--- src/rtl/ser_pkg.sv ---
`timescale 1ns/1ps
package ser_pkg;
   typedef enum logic {
      ORDER_MSB = 1'b0,
      ORDER_LSB = 1'b1
   } order_e;

   function automatic int chunk_count(input int word_w, input int step_w);
      return word_w / step_w;
   endfunction
endpackage

--- src/rtl/ser_ctrl.sv ---
`timescale 1ns/1ps
module ser_ctrl #(
   parameter int STEPS = 8,
   parameter int CNT_W = 4
) (
   input  logic             clk,
   input  logic             rst_n,
   input  logic             ld_valid,
   input  logic             shift_en,
   output logic             busy,
   output logic [CNT_W-1:0] remain,
   output logic             load_go,
   output logic             shift_go,
   output logic             done
);
   localparam logic [CNT_W-1:0] FULL = CNT_W'(STEPS);
   localparam logic [CNT_W-1:0] ONE  = CNT_W'(1);

   logic last_step;

   // loads only when idle, so a load never competes with a live shift
   assign load_go   = ld_valid & ~busy;
   assign shift_go  = shift_en & busy;
   assign last_step = shift_go & (remain == ONE);

   always_ff @(posedge clk or negedge rst_n) begin
      if (!rst_n) begin
         busy   <= 1'b0;
         remain <= '0;
         done   <= 1'b0;
      end else begin
         done <= last_step;
         if (load_go) begin
            busy   <= 1'b1;
            remain <= FULL;
         end else if (shift_go) begin
            remain <= remain - ONE;
            if (last_step) busy <= 1'b0;
         end
      end
   end
endmodule

--- src/rtl/ser_datapath.sv ---
`timescale 1ns/1ps
module ser_datapath
   import ser_pkg::*;
#(
   parameter int WORD_W = 8,
   parameter int STEP_W = 1
) (
   input  logic              clk,
   input  logic              rst_n,
   input  logic              load_go,
   input  logic              shift_go,
   input  logic [WORD_W-1:0] ld_data,
   input  logic              lsb_first,
   output logic [STEP_W-1:0] ser_out
);
   localparam int STEPS = WORD_W / STEP_W;

   logic [WORD_W-1:0] sreg;
   logic [WORD_W-1:0] sreg_next;
   order_e            order_q;

   generate
      if (STEPS == 1) begin : g_single
         // whole word leaves in one step
         assign sreg_next = '0;
      end else begin : g_multi
         always_comb begin
            if (order_q == ORDER_LSB) sreg_next = sreg >> STEP_W;
            else                      sreg_next = sreg << STEP_W;
         end
      end
   endgenerate

   always_ff @(posedge clk or negedge rst_n) begin
      if (!rst_n) begin
         sreg    <= '0;
         order_q <= ORDER_MSB;
      end else if (load_go) begin
         sreg    <= ld_data;
         order_q <= order_e'(lsb_first);
      end else if (shift_go) begin
         sreg <= sreg_next;
      end
   end

   assign ser_out = (order_q == ORDER_LSB) ? sreg[STEP_W-1:0]
                                           : sreg[WORD_W-1 -: STEP_W];
endmodule

--- src/rtl/ser_shifter.sv ---
`timescale 1ns/1ps
module ser_shifter
   import ser_pkg::*;
#(
   parameter int WORD_W = 8,
   parameter int STEP_W = 1
) (
   input  logic              clk,
   input  logic              rst_n,
   input  logic              ld_valid,
   input  logic [WORD_W-1:0] ld_data,
   input  logic              lsb_first,
   input  logic              shift_en,
   output logic              stall,
   output logic [STEP_W-1:0] ser_out,
   output logic              done
);
   localparam int STEPS = chunk_count(WORD_W, STEP_W);
   localparam int CNT_W = $clog2(STEPS + 1);

   initial begin
      assert (STEP_W >= 1 && STEP_W <= WORD_W)
         else $error("ser_shifter: STEP_W out of range");
      assert (WORD_W % STEP_W == 0)
         else $error("ser_shifter: STEP_W must divide WORD_W");
   end

   logic             busy;
   logic [CNT_W-1:0] remain;
   logic             load_go;
   logic             shift_go;

   ser_ctrl #(.STEPS(STEPS), .CNT_W(CNT_W)) u_ctrl (
      .clk      (clk),
      .rst_n    (rst_n),
      .ld_valid (ld_valid),
      .shift_en (shift_en),
      .busy     (busy),
      .remain   (remain),
      .load_go  (load_go),
      .shift_go (shift_go),
      .done     (done)
   );

   ser_datapath #(.WORD_W(WORD_W), .STEP_W(STEP_W)) u_dp (
      .clk       (clk),
      .rst_n     (rst_n),
      .load_go   (load_go),
      .shift_go  (shift_go),
      .ld_data   (ld_data),
      .lsb_first (lsb_first),
      .ser_out   (ser_out)
   );

   assign stall = busy;
endmodule

--- config.mk ---
export PLATFORM = sky130hd
export DESIGN_NAME = ser_shifter
export DESIGN_NICKNAME = d
export VERILOG_FILES = /design/src/rtl/ser_pkg.sv /design/src/rtl/ser_ctrl.sv /design/src/rtl/ser_datapath.sv /design/src/rtl/ser_shifter.sv
export SDC_FILE = /design/constraint.sdc
export NUM_CORES = 1
export LEC_CHECK = 0
export BUFFER_PORTS_ARGS = -buffer_cell sky130_fd_sc_hd__buf_4
export CELL_PAD_IN_SITES_DETAIL_PLACEMENT = 1
export CELL_PAD_IN_SITES_GLOBAL_PLACEMENT = 2
export CORE_MARGIN = 2
export CORE_UTILIZATION = 34
export DETAILED_ROUTE_END_ITERATION = 7
export PLACE_DENSITY_LB_ADDON = 0.3
export SYNTH_ARGS = -nofsm -noshare
export SYNTH_HDL_FRONTEND = slang
export SYNTH_SLANG_ARGS = --single-unit
--- constraint.sdc ---
create_clock -name clk -period 1.8 [get_ports clk]
set_input_delay 0.09 -clock clk [delete_from_list [all_inputs] [get_ports clk]]
set_output_delay 0.09 -clock clk [all_outputs]
set_load 0.01 [all_outputs]
Yosys cells after proc, flatten, opt, wreduce, memory -nomap -nowiden --
Cells that the tools add are included.
Cells by class: $add $sub $neg 1, eq/ne operators 1, muxes and demuxes 9, bitwise logic cells 4, reduce and logical (&&, ||, !) cells 3
Operator list (count):
- $mux W8 | 3
- $mux W4 | 2
- $eq A4 B1 Y1 const B | 1
- $mux W1 | 4
- $reduce_bool A2 Y1 | 2
- $sub A4 B1 Y4 const B | 1
- $and A1 B1 Y1 | 3
- $reduce_and A2 Y1 | 1
- $not A1 Y1 | 1
Word-level totals: register bits 15, bits of input ports 13, output and inout port bits 3, word-level logic and storage cells 23

Logic depth before layout (Yosys ltp) --
Gate-level depths: netlist of run 1.
depth in word-level cells 5, mapped depth 5, depth with buffers taken out 5

Modules after synthesis --
From an unflattened synthesis of run 1, not the netlist that was laid out.
Unflattened totals: cells, all modules 75, area total of the unflattened synthesis 847.1 µm²
By module, submodules not included:
- ser_datapath | times used 1, cells each 48, area each 541.8 µm², sequential area each 225.2 µm²
- ser_ctrl | times used 1, cells each 27, area each 305.3 µm², sequential area each 150.1 µm²

Worst setup path before layout of run 1 --
No wires, ideal clock.
kind register to register, start point reg u_ctrl.busy, end point reg u_dp.sreg[4], library setup time 0.130 ns, data arrival time 0.986 ns, data required time 1.670 ns, path slack 0.684 ns, stages on the path, launching flop included 5, path buffers 1, clock period less this slack 1.116 ns, path through dfrtp_1 -> or2b_4 -> buf_6 -> nand2_1 -> a31oi_1
Between the ends: cells in the longest elaborated chain, start to end 3, elaborated cells on any way between the ends 5, classes of those cells mux: 1; bitwise: 3; reduce/logical: 1
RTL lines:
- start, declared | RTL line ser_ctrl.sv:10 | output logic busy,
- start signal, assigned | RTL line ser_ctrl.sv:28 | busy <= 1'b0;
- start signal, assigned | RTL line ser_ctrl.sv:34 | busy <= 1'b1;
- start signal, assigned | RTL line ser_ctrl.sv:38 | if (last_step) busy <= 1'b0;
- $not A1 Y1 | RTL line ser_ctrl.sv:22 | assign load_go = ld_valid & ~busy;
- $and A1 B1 Y1 | RTL line ser_ctrl.sv:22
- $mux W8 / $reduce_bool A2 Y1 (equally long branches)
- end signal, assigned | RTL line ser_datapath.sv:39 | sreg <= ld_data;
- end signal, assigned | RTL line ser_datapath.sv:42 | sreg <= sreg_next;
- end, declared | RTL line ser_datapath.sv:18 | logic [WORD_W-1:0] sreg;
Several ways; a longest one is shown, not always the timed one. A chain may end at the register's enable or synchronous reset.

Final worst setup path of run 1 --
start point reg u_dp.order_q, end point out ser_out
Between the ends: cells in the longest elaborated chain, start to end 1
RTL lines:
- start, declared | RTL line ser_datapath.sv:20 | order_e order_q;
- start signal, assigned | RTL line ser_datapath.sv:40 | order_q <= order_e'(lsb_first);
- $mux W1 | RTL line ser_datapath.sv:46 | assign ser_out = (order_q == ORDER_LSB) ? sreg[STEP_W-1:0]
- end, declared | RTL line ser_shifter.sv:15 | output logic [STEP_W-1:0] ser_out,
No other way between the ends.

==> results of run 1 <==
## through the flow
step	worst slack [ps]	instances	instance area [sq um]	utilization [%]	hold WS, ps
after global routing	174	127	945	43.1	16.2
after CTS	239	127	945	43.1	0.451
final	255	127	945	43.1	6.21
after global placement	559	122	908	41.5	-40.2
after detailed placement	545	122	908	41.5	-37.9
after floorplan	684	82	779	-	-206
## kinds of logic after synthesis
group / count (synthesis)
simple gates: 39
compound gates: 18
flops: 15
buf+inv: 6
fa+ha+maj: 2
xor+xnor: 1
mux: 1
## sequential cells by signal, indices dropped and copies added, names as in the netlist
register / cells
u_ctrl.done: 1
u_dp.order_q: 1
u_dp.sreg: 8
u_ctrl.busy: 1
u_ctrl.remain: 4
## worst min path at each step
stage	from	end	slack [ps]	depth (start not counted)
after detailed placement	rst_n	u_dp.sreg[3]$_DFFE_PN0P_	-40	1
after floorplan	rst_n	u_ctrl.busy$_DFFE_PN0P_	-210	0
after global routing	lsb_first	u_dp.order_q$_DFFE_PN0P_	20	3
after global placement	rst_n	u_dp.sreg[4]$_DFFE_PN0P_	-40	1
final	lsb_first	u_dp.order_q$_DFFE_PN0P_	6	3
after CTS	lsb_first	u_dp.order_q$_DFFE_PN0P_	0.5	3
## routing by layer
layer | wire length, microns | vias to the layer above | track usage [%]
met4 | 13 | 0 | 3.95
li1 | - | 318 | -
met1 | 799 | 323 | 17.8
met2 | 903 | 10 | 30.2
met5 | 0 | - | 0
met3 | 57 | 2 | 4.31
## area by class of cell
| cell class | instances | area share, % |
|---|---|---|
| Tap cell | 28 | 3.71 |
| Timing Repair Buffer | 17 | 13.8 |
| Clock buffer | 4 | 2.78 |
| Multi-Input combinational cell | 61 | 39.2 |
| Inverter | 2 | 0.795 |
| Sequential cell | 15 | 39.7 |
## report_power, final
| part | leakage (nW) | total, W | switching, W | internal (W) |
|---|---|---|---|---|
| clock | 0.0150 | 0.000192 | 0.000107 | 0.0000858 |
| combinational | 0.227 | 0.000480 | 0.000225 | 0.000256 |
| sequential | 0.175 | 0.000666 | 0.000180 | 0.000486 |
| total | 0.417 | 0.00134 | 0.000511 | 0.000828 |
## timing repair
action                    CTS  global route
buffers inserted            0             0
hold buffers                1             0
hold endpoints to repair   15             0
## layout by cell type (no fill, tap or decap)
master / synthesis / final
inv_1: 2 / 2
nand2_1: 17 / 17
or2b_4: 1 / 1
dlygate4sd3_1: 0 / 1
clkbuf_1: 0 / 1
a211oi_1: 7 / 7
nor3_1: 1 / 1
xor2_1: 1 / 1
nor2b_1: 7 / 7
and2_1: 1 / 1
nor2_1: 5 / 5
a31oi_1: 9 / 9
clkbuf_4: 0 / 3
o21ai_1: 2 / 2
nand3b_1: 1 / 1
ha_1: 2 / 2
mux2_2: 1 / 1
nor4b_4: 1 / 1
buf_4: 0 / 16
nand3_1: 4 / 4
nand2_2: 1 / 1
dfrtp_1: 15 / 15
## worst max-delay path, cell delays in order (launching register included)
cell and delay, ps:
dfrtp_1 640, mux2_2 390, buf_4 140
==> impl_metrics.yaml, run 1 <==
worst_setup_path:
  reg2reg_slack_ps: 550
  path_max_fanout: 16
  worstSetupStartpoint: "u_dp.order_q$_DFFE_PN0P_"
  regToRegStartpoint: "u_ctrl.busy$_DFFE_PN0P_"
  path_class: "reg -> out"
  crit_end: "ser_out"
  r2r_end: "u_dp.sreg[2]$_DFFE_PN0P_"
  rr_worst_depth: 3
  cp.required_ps: 1710
  arrival_ps: 1460
  start_kind: "flop"
  end_kind: "primary output"
floorplan:
  io_pins: 16
  rows: 17
  die_h_microns: 51.9
  die_w_microns: 51.9
  start_util_pct: 35.6
  fp.dieArea_sq_um: 2690
  core-area_sq_um: 2190
cts:
  max-clock-path-buffers: 2
  cts_tree: "built"
  htreeDepth: 1
  cts_buffers: 3
  clkTransAtPathRegs_ps: 90
  insertion_delay_ps: 280
  cts-root-buf: "clkbuf_4"
  cts.repair.resized: 0
  clkSinkCount: 15
pwr:
  finalPower_w: 0.00134
  p_leak_nw: 0.417
  power-per-cell-area_nw_per_um2: 1420
  vdd_ir_drop_max_mv: 0.673
cells_and_area:
  drive_above_1_share_pct: 23.2
  syn_to_final_growth_pct: 21.2
  seq_area_sq_um: 375
  antenna_cells: 0
  nNetsFinal: 115
  num-fill-cells: 260
  multiInputGateArea_sq_um: 370
sta:
  fmax_mhz: 647
  min_period_ps: 1550
  final_hold_viol_count: 0
  skew_ps: 4.35
  rsz0062_at_grt: "no"
  fin_crit_sh_pct: 85.9
  slew_viol_final: 0
  finalSetupViolCount: 0
  tns_ps: 0
  slew_headroom_pct: 68.7
  tightest_slew_ps: 470
yosys:
  synth_ff_type: "dfrtp_1"
  synthesis.nets: 97
  synthMuxAreaShare_pct: 1.44
  syn-mean-instance-area_sq_um: 9.51
  synth_compound_area_share_pct: 15.2
  synth_top_family_by_area: "simple AND/OR/NAND/NOR gates"
  synth_edf_count: 0
  yosysTopAreaCellShare_pct: 48.2
  syn-instance-count: 82
  yosys-top-cells-count: "nand2_1 (17), dfrtp_1 (15), a31oi_1 (9)"
  synth_cell_types: 20
  synth_area_leaders: "dfrtp_1 (48%), nand2_1 (8.2%), a31oi_1 (7.2%), a211oi_1 (6.7%), nor2b_1 (5.6%)"
  synth_seq_area_share_pct: 48.2
  syn_area_sq_um: 779
  synth_fa_ha_area_share_pct: 3.21
  synth_area_leader_cell: "dfrtp_1"
  synth-simple-area-share_pct: 26.5
  ys_seq_elements: 15
  synth-async-reset-ratio_pct: 100
  synth-xor-area-share_pct: 1.12
  yosysWarnings: 0
  yosysMostFrequentCell: "nand2_1"
detailed_routing:
  via_per_inst: 5.14
  wl_per_cell_microns: 14.0
  drt-pass1-iter-count: 3
  ant_nets: 0
  num_vias: 653
  routed_wl_mm: 1.77
  drc: 0
  drt_iter0_drc: 8
worst_hold_path:
  hp-class: "in -> reg"
grt:
  grt_max_degree: 20
  grt_antenna_before_repair: 0
  grt_pass1_wl_mm: 3.19
  grtUsageTotal_pct: 16.2
  grt_pass1_vias: 727
  grt_overflow_total: 0
flow_run:
  maxCapViolCount: 0
place:
  place.gp.congestion: 0.684
  port-buffer-count: 15
  hpwlAfterDp_mm: 1.29
status:
  status: "finished, final reports clean"
(Power assumes the default switching activity.)
==> inputs of run 2 (changes only) <==
ABC_AREA = 1   (was not set)
CORE_UTILIZATION = 32   (was 34)
==> run 2 against run 1 <==
Against the previous run: critical endpoint unchanged; clock power grew 2%; critical path type unchanged; critical path depth is 2 higher; flip-flop and latch count did not move; largest power group unchanged; cell count increased by 24%; die area rose by 13%; non-clock buffer count is 1 lower; setup slack improved by 190 ps; first-iteration DRC count down 50%.
==> impl_metrics.yaml, run 2 <==
yosys:
  synth_area_leaders: "dfrtp_1 (45%), nand2_1 (20%), nand3_1 (6.0%), inv_1 (4.9%), ha_1 (3.0%)"
  syn_area_sq_um: 837
  syn-instance-count: 110
  synthesis.nets: 125
  synth_seq_area_share_pct: 44.8
  yosysTopAreaCellShare_pct: 44.8
  yosysWarnings: 0
  synth_cell_types: 20
  synth_ff_type: "dfrtp_1"
  synth_edf_count: 0
  ys_seq_elements: 15
  syn-mean-instance-area_sq_um: 7.61
  yosys-top-cells-count: "nand2_1 (44), dfrtp_1 (15), inv_1 (11)"
  synth-async-reset-ratio_pct: 100
  yosysMostFrequentCell: "nand2_1"
  synth_area_leader_cell: "dfrtp_1"
place:
  place.gp.congestion: 0.701
  dp.cells: 152
  port-buffer-count: 15
  hpwlAfterDp_mm: 1.43
  dpl_cell_area_sq_um: 960
detailed_routing:
  via_per_inst: 4.73
  drt_iter0_drc: 4
  wl_per_cell_microns: 12.3
  num_vias: 742
  routed_wl_mm: 1.94
  drt-pass1-iter-count: 4
  drc: 0
  ant_nets: 0
sta:
  tns_ps: 0
  skew_ps: 1.98
  fin_crit_sh_pct: 75.1
  finalSetupViolCount: 0
  rsz0062_at_grt: "no"
  slew_headroom_pct: 78.2
  fmax_mhz: 739
  slew_viol_final: 0
  hold_slack_ps: 10.3
  tightest_slew_ps: 326
  min_period_ps: 1350
  final_hold_viol_count: 0
cells_and_area:
  syn_to_final_growth_pct: 19.0
  final_common_cell: "nand2_1"
  largest_register: "u_dp.sreg"
  antenna_cells: 0
  num-fill-cells: 330
  reg_top3: "u_dp.sreg: 8 flops, u_ctrl.remain: 4 flops"
  finalNonFillerCells: 157
  layout_common_cells: "nand2_1 (44), buf_4 (15), dfrtp_1 (15), inv_1 (11), nand3_1 (10)"
  finalCoreUtilization_pct: 40.2
  largest_reg_flops: 8
  final_cell_area_sq_um: 996
  nNetsFinal: 143
  drive_above_1_share_pct: 20.5
cts:
  clkTransAtPathRegs_ps: 90
  cts-root-buf: "clkbuf_4"
  clkSinkCount: 15
  insertion_delay_ps: 290
  max-clock-path-buffers: 2
  htreeDepth: 1
  cts_buffers: 3
  cts_setup_buffers: 0
  cts_tree: "built"
floorplan:
  io_pins: 16
  core-area_sq_um: 2480
  die_h_microns: 55.1
  fp.dieArea_sq_um: 3040
  rows: 18
  start_util_pct: 33.8
  die_w_microns: 55.1
worst_setup_path:
  arrival_ps: 1260
  cp.required_ps: 1710
  start_kind: "flop"
  rr_worst_depth: 5
  path_max_fanout: 9
  path_class: "reg -> out"
  end_kind: "primary output"
grt:
  grtUsageTotal_pct: 16.3
  grt_overflow_total: 0
  grt_pass1_vias: 772
  grt_max_degree: 16
  grt_pass1_wl_mm: 3.39
  grt_antenna_before_repair: 0
worst_hold_path:
  hp-class: "in -> reg"
  whs_path_depth: 3
pwr:
  p_leak_nw: 0.561
  power-per-cell-area_nw_per_um2: 1370
  vdd_ir_drop_max_mv: 0.522
status:
  status: "finished, final reports clean"
flow_run:
  maxCapViolCount: 0
-- run 2: cell count changes after synthesis, sizes merged, moves of 6 or more --
cell and change:
a211oi -7, o21ai +6, nand3 +6, inv +12, nand2 +30, nor2b -7
a31oi -9
-- run 2: worst paths after layout --
check,startpoint,to,slack [ps]
min,lsb_first,u_dp.order_q$_DFFE_PN0P_,10
min reg2reg,u_dp.sreg[5]$_DFFE_PN0P_,u_dp.sreg[5]$_DFFE_PN0P_,520
max in group asynchronous,rst_n,u_ctrl.remain[1]$_DFFE_PN0P_,1440
min in group asynchronous,rst_n,u_dp.order_q$_DFFE_PN0P_,190
max reg2reg,u_ctrl.busy$_DFFE_PN0P_,u_ctrl.remain[2]$_DFFE_PN0P_,620
max,u_dp.order_q$_DFFE_PN0P_,ser_out,450
-- run 2: cell type report --
cell class	instances	area (sq um)	area share, %
clock buffer	4	26.3	2.64
inverter	14	55.1	5.53
multi-input combinational	78	379	38.1
sequential	15	375	37.7
tap	30	37.5	3.77
timing repair buffer	16	123	12.3
-- run 2: logic make-up (layout without fill, tap and decap cells) --
family	after synthesis	in the layout	synth area share (%)
xor gates and xnor gates	1	1	1.05
DFF	15	15	44.8
and+or+nand+nor	64	64	34.2
buffers and inverters	17	34	9.87
adders and majority gates	2	2	2.99
AOI/OAI and AO/OA	11	11	7.02
-- run 2: per-layer routing --
layer / part of all wire (%) / GRT usage [%]
met4: 2.2 / 7.32
met2: 45 / 26.4
met3: 4.3 / 3.23
met5: 0 / 0
met1: 48 / 20.8
-- run 2: through the flow --
stage                     worst slack, ps  total power [W]
after floorplan                       775          0.00102
after global placement                667          0.00117
after detailed placement              616          0.00118
after CTS                             449          0.00138
after global routing                  359          0.00151
final                                 448          0.00136
-- run 2: what timing repair did --
item,in CTS,in global routing
setup endpoints to repair,0,0
resized for setup,0,0
endpoints found under the hold margin,15,0
hold buffers,1,0
-- run 2: worst max-delay path: stages, from the launching register on --
cell	delay (ps)
dfrtp_1	540
inv_2	170
nand2_1	90
nand2_1	40
buf_4	130
-- run 2: where the power goes --
group	internal [W]	switching (W)
combinational	0.000235	0.000322
sequential	0.000465	0.000145
clock	0.0000862	0.000109
total	0.000786	0.000577
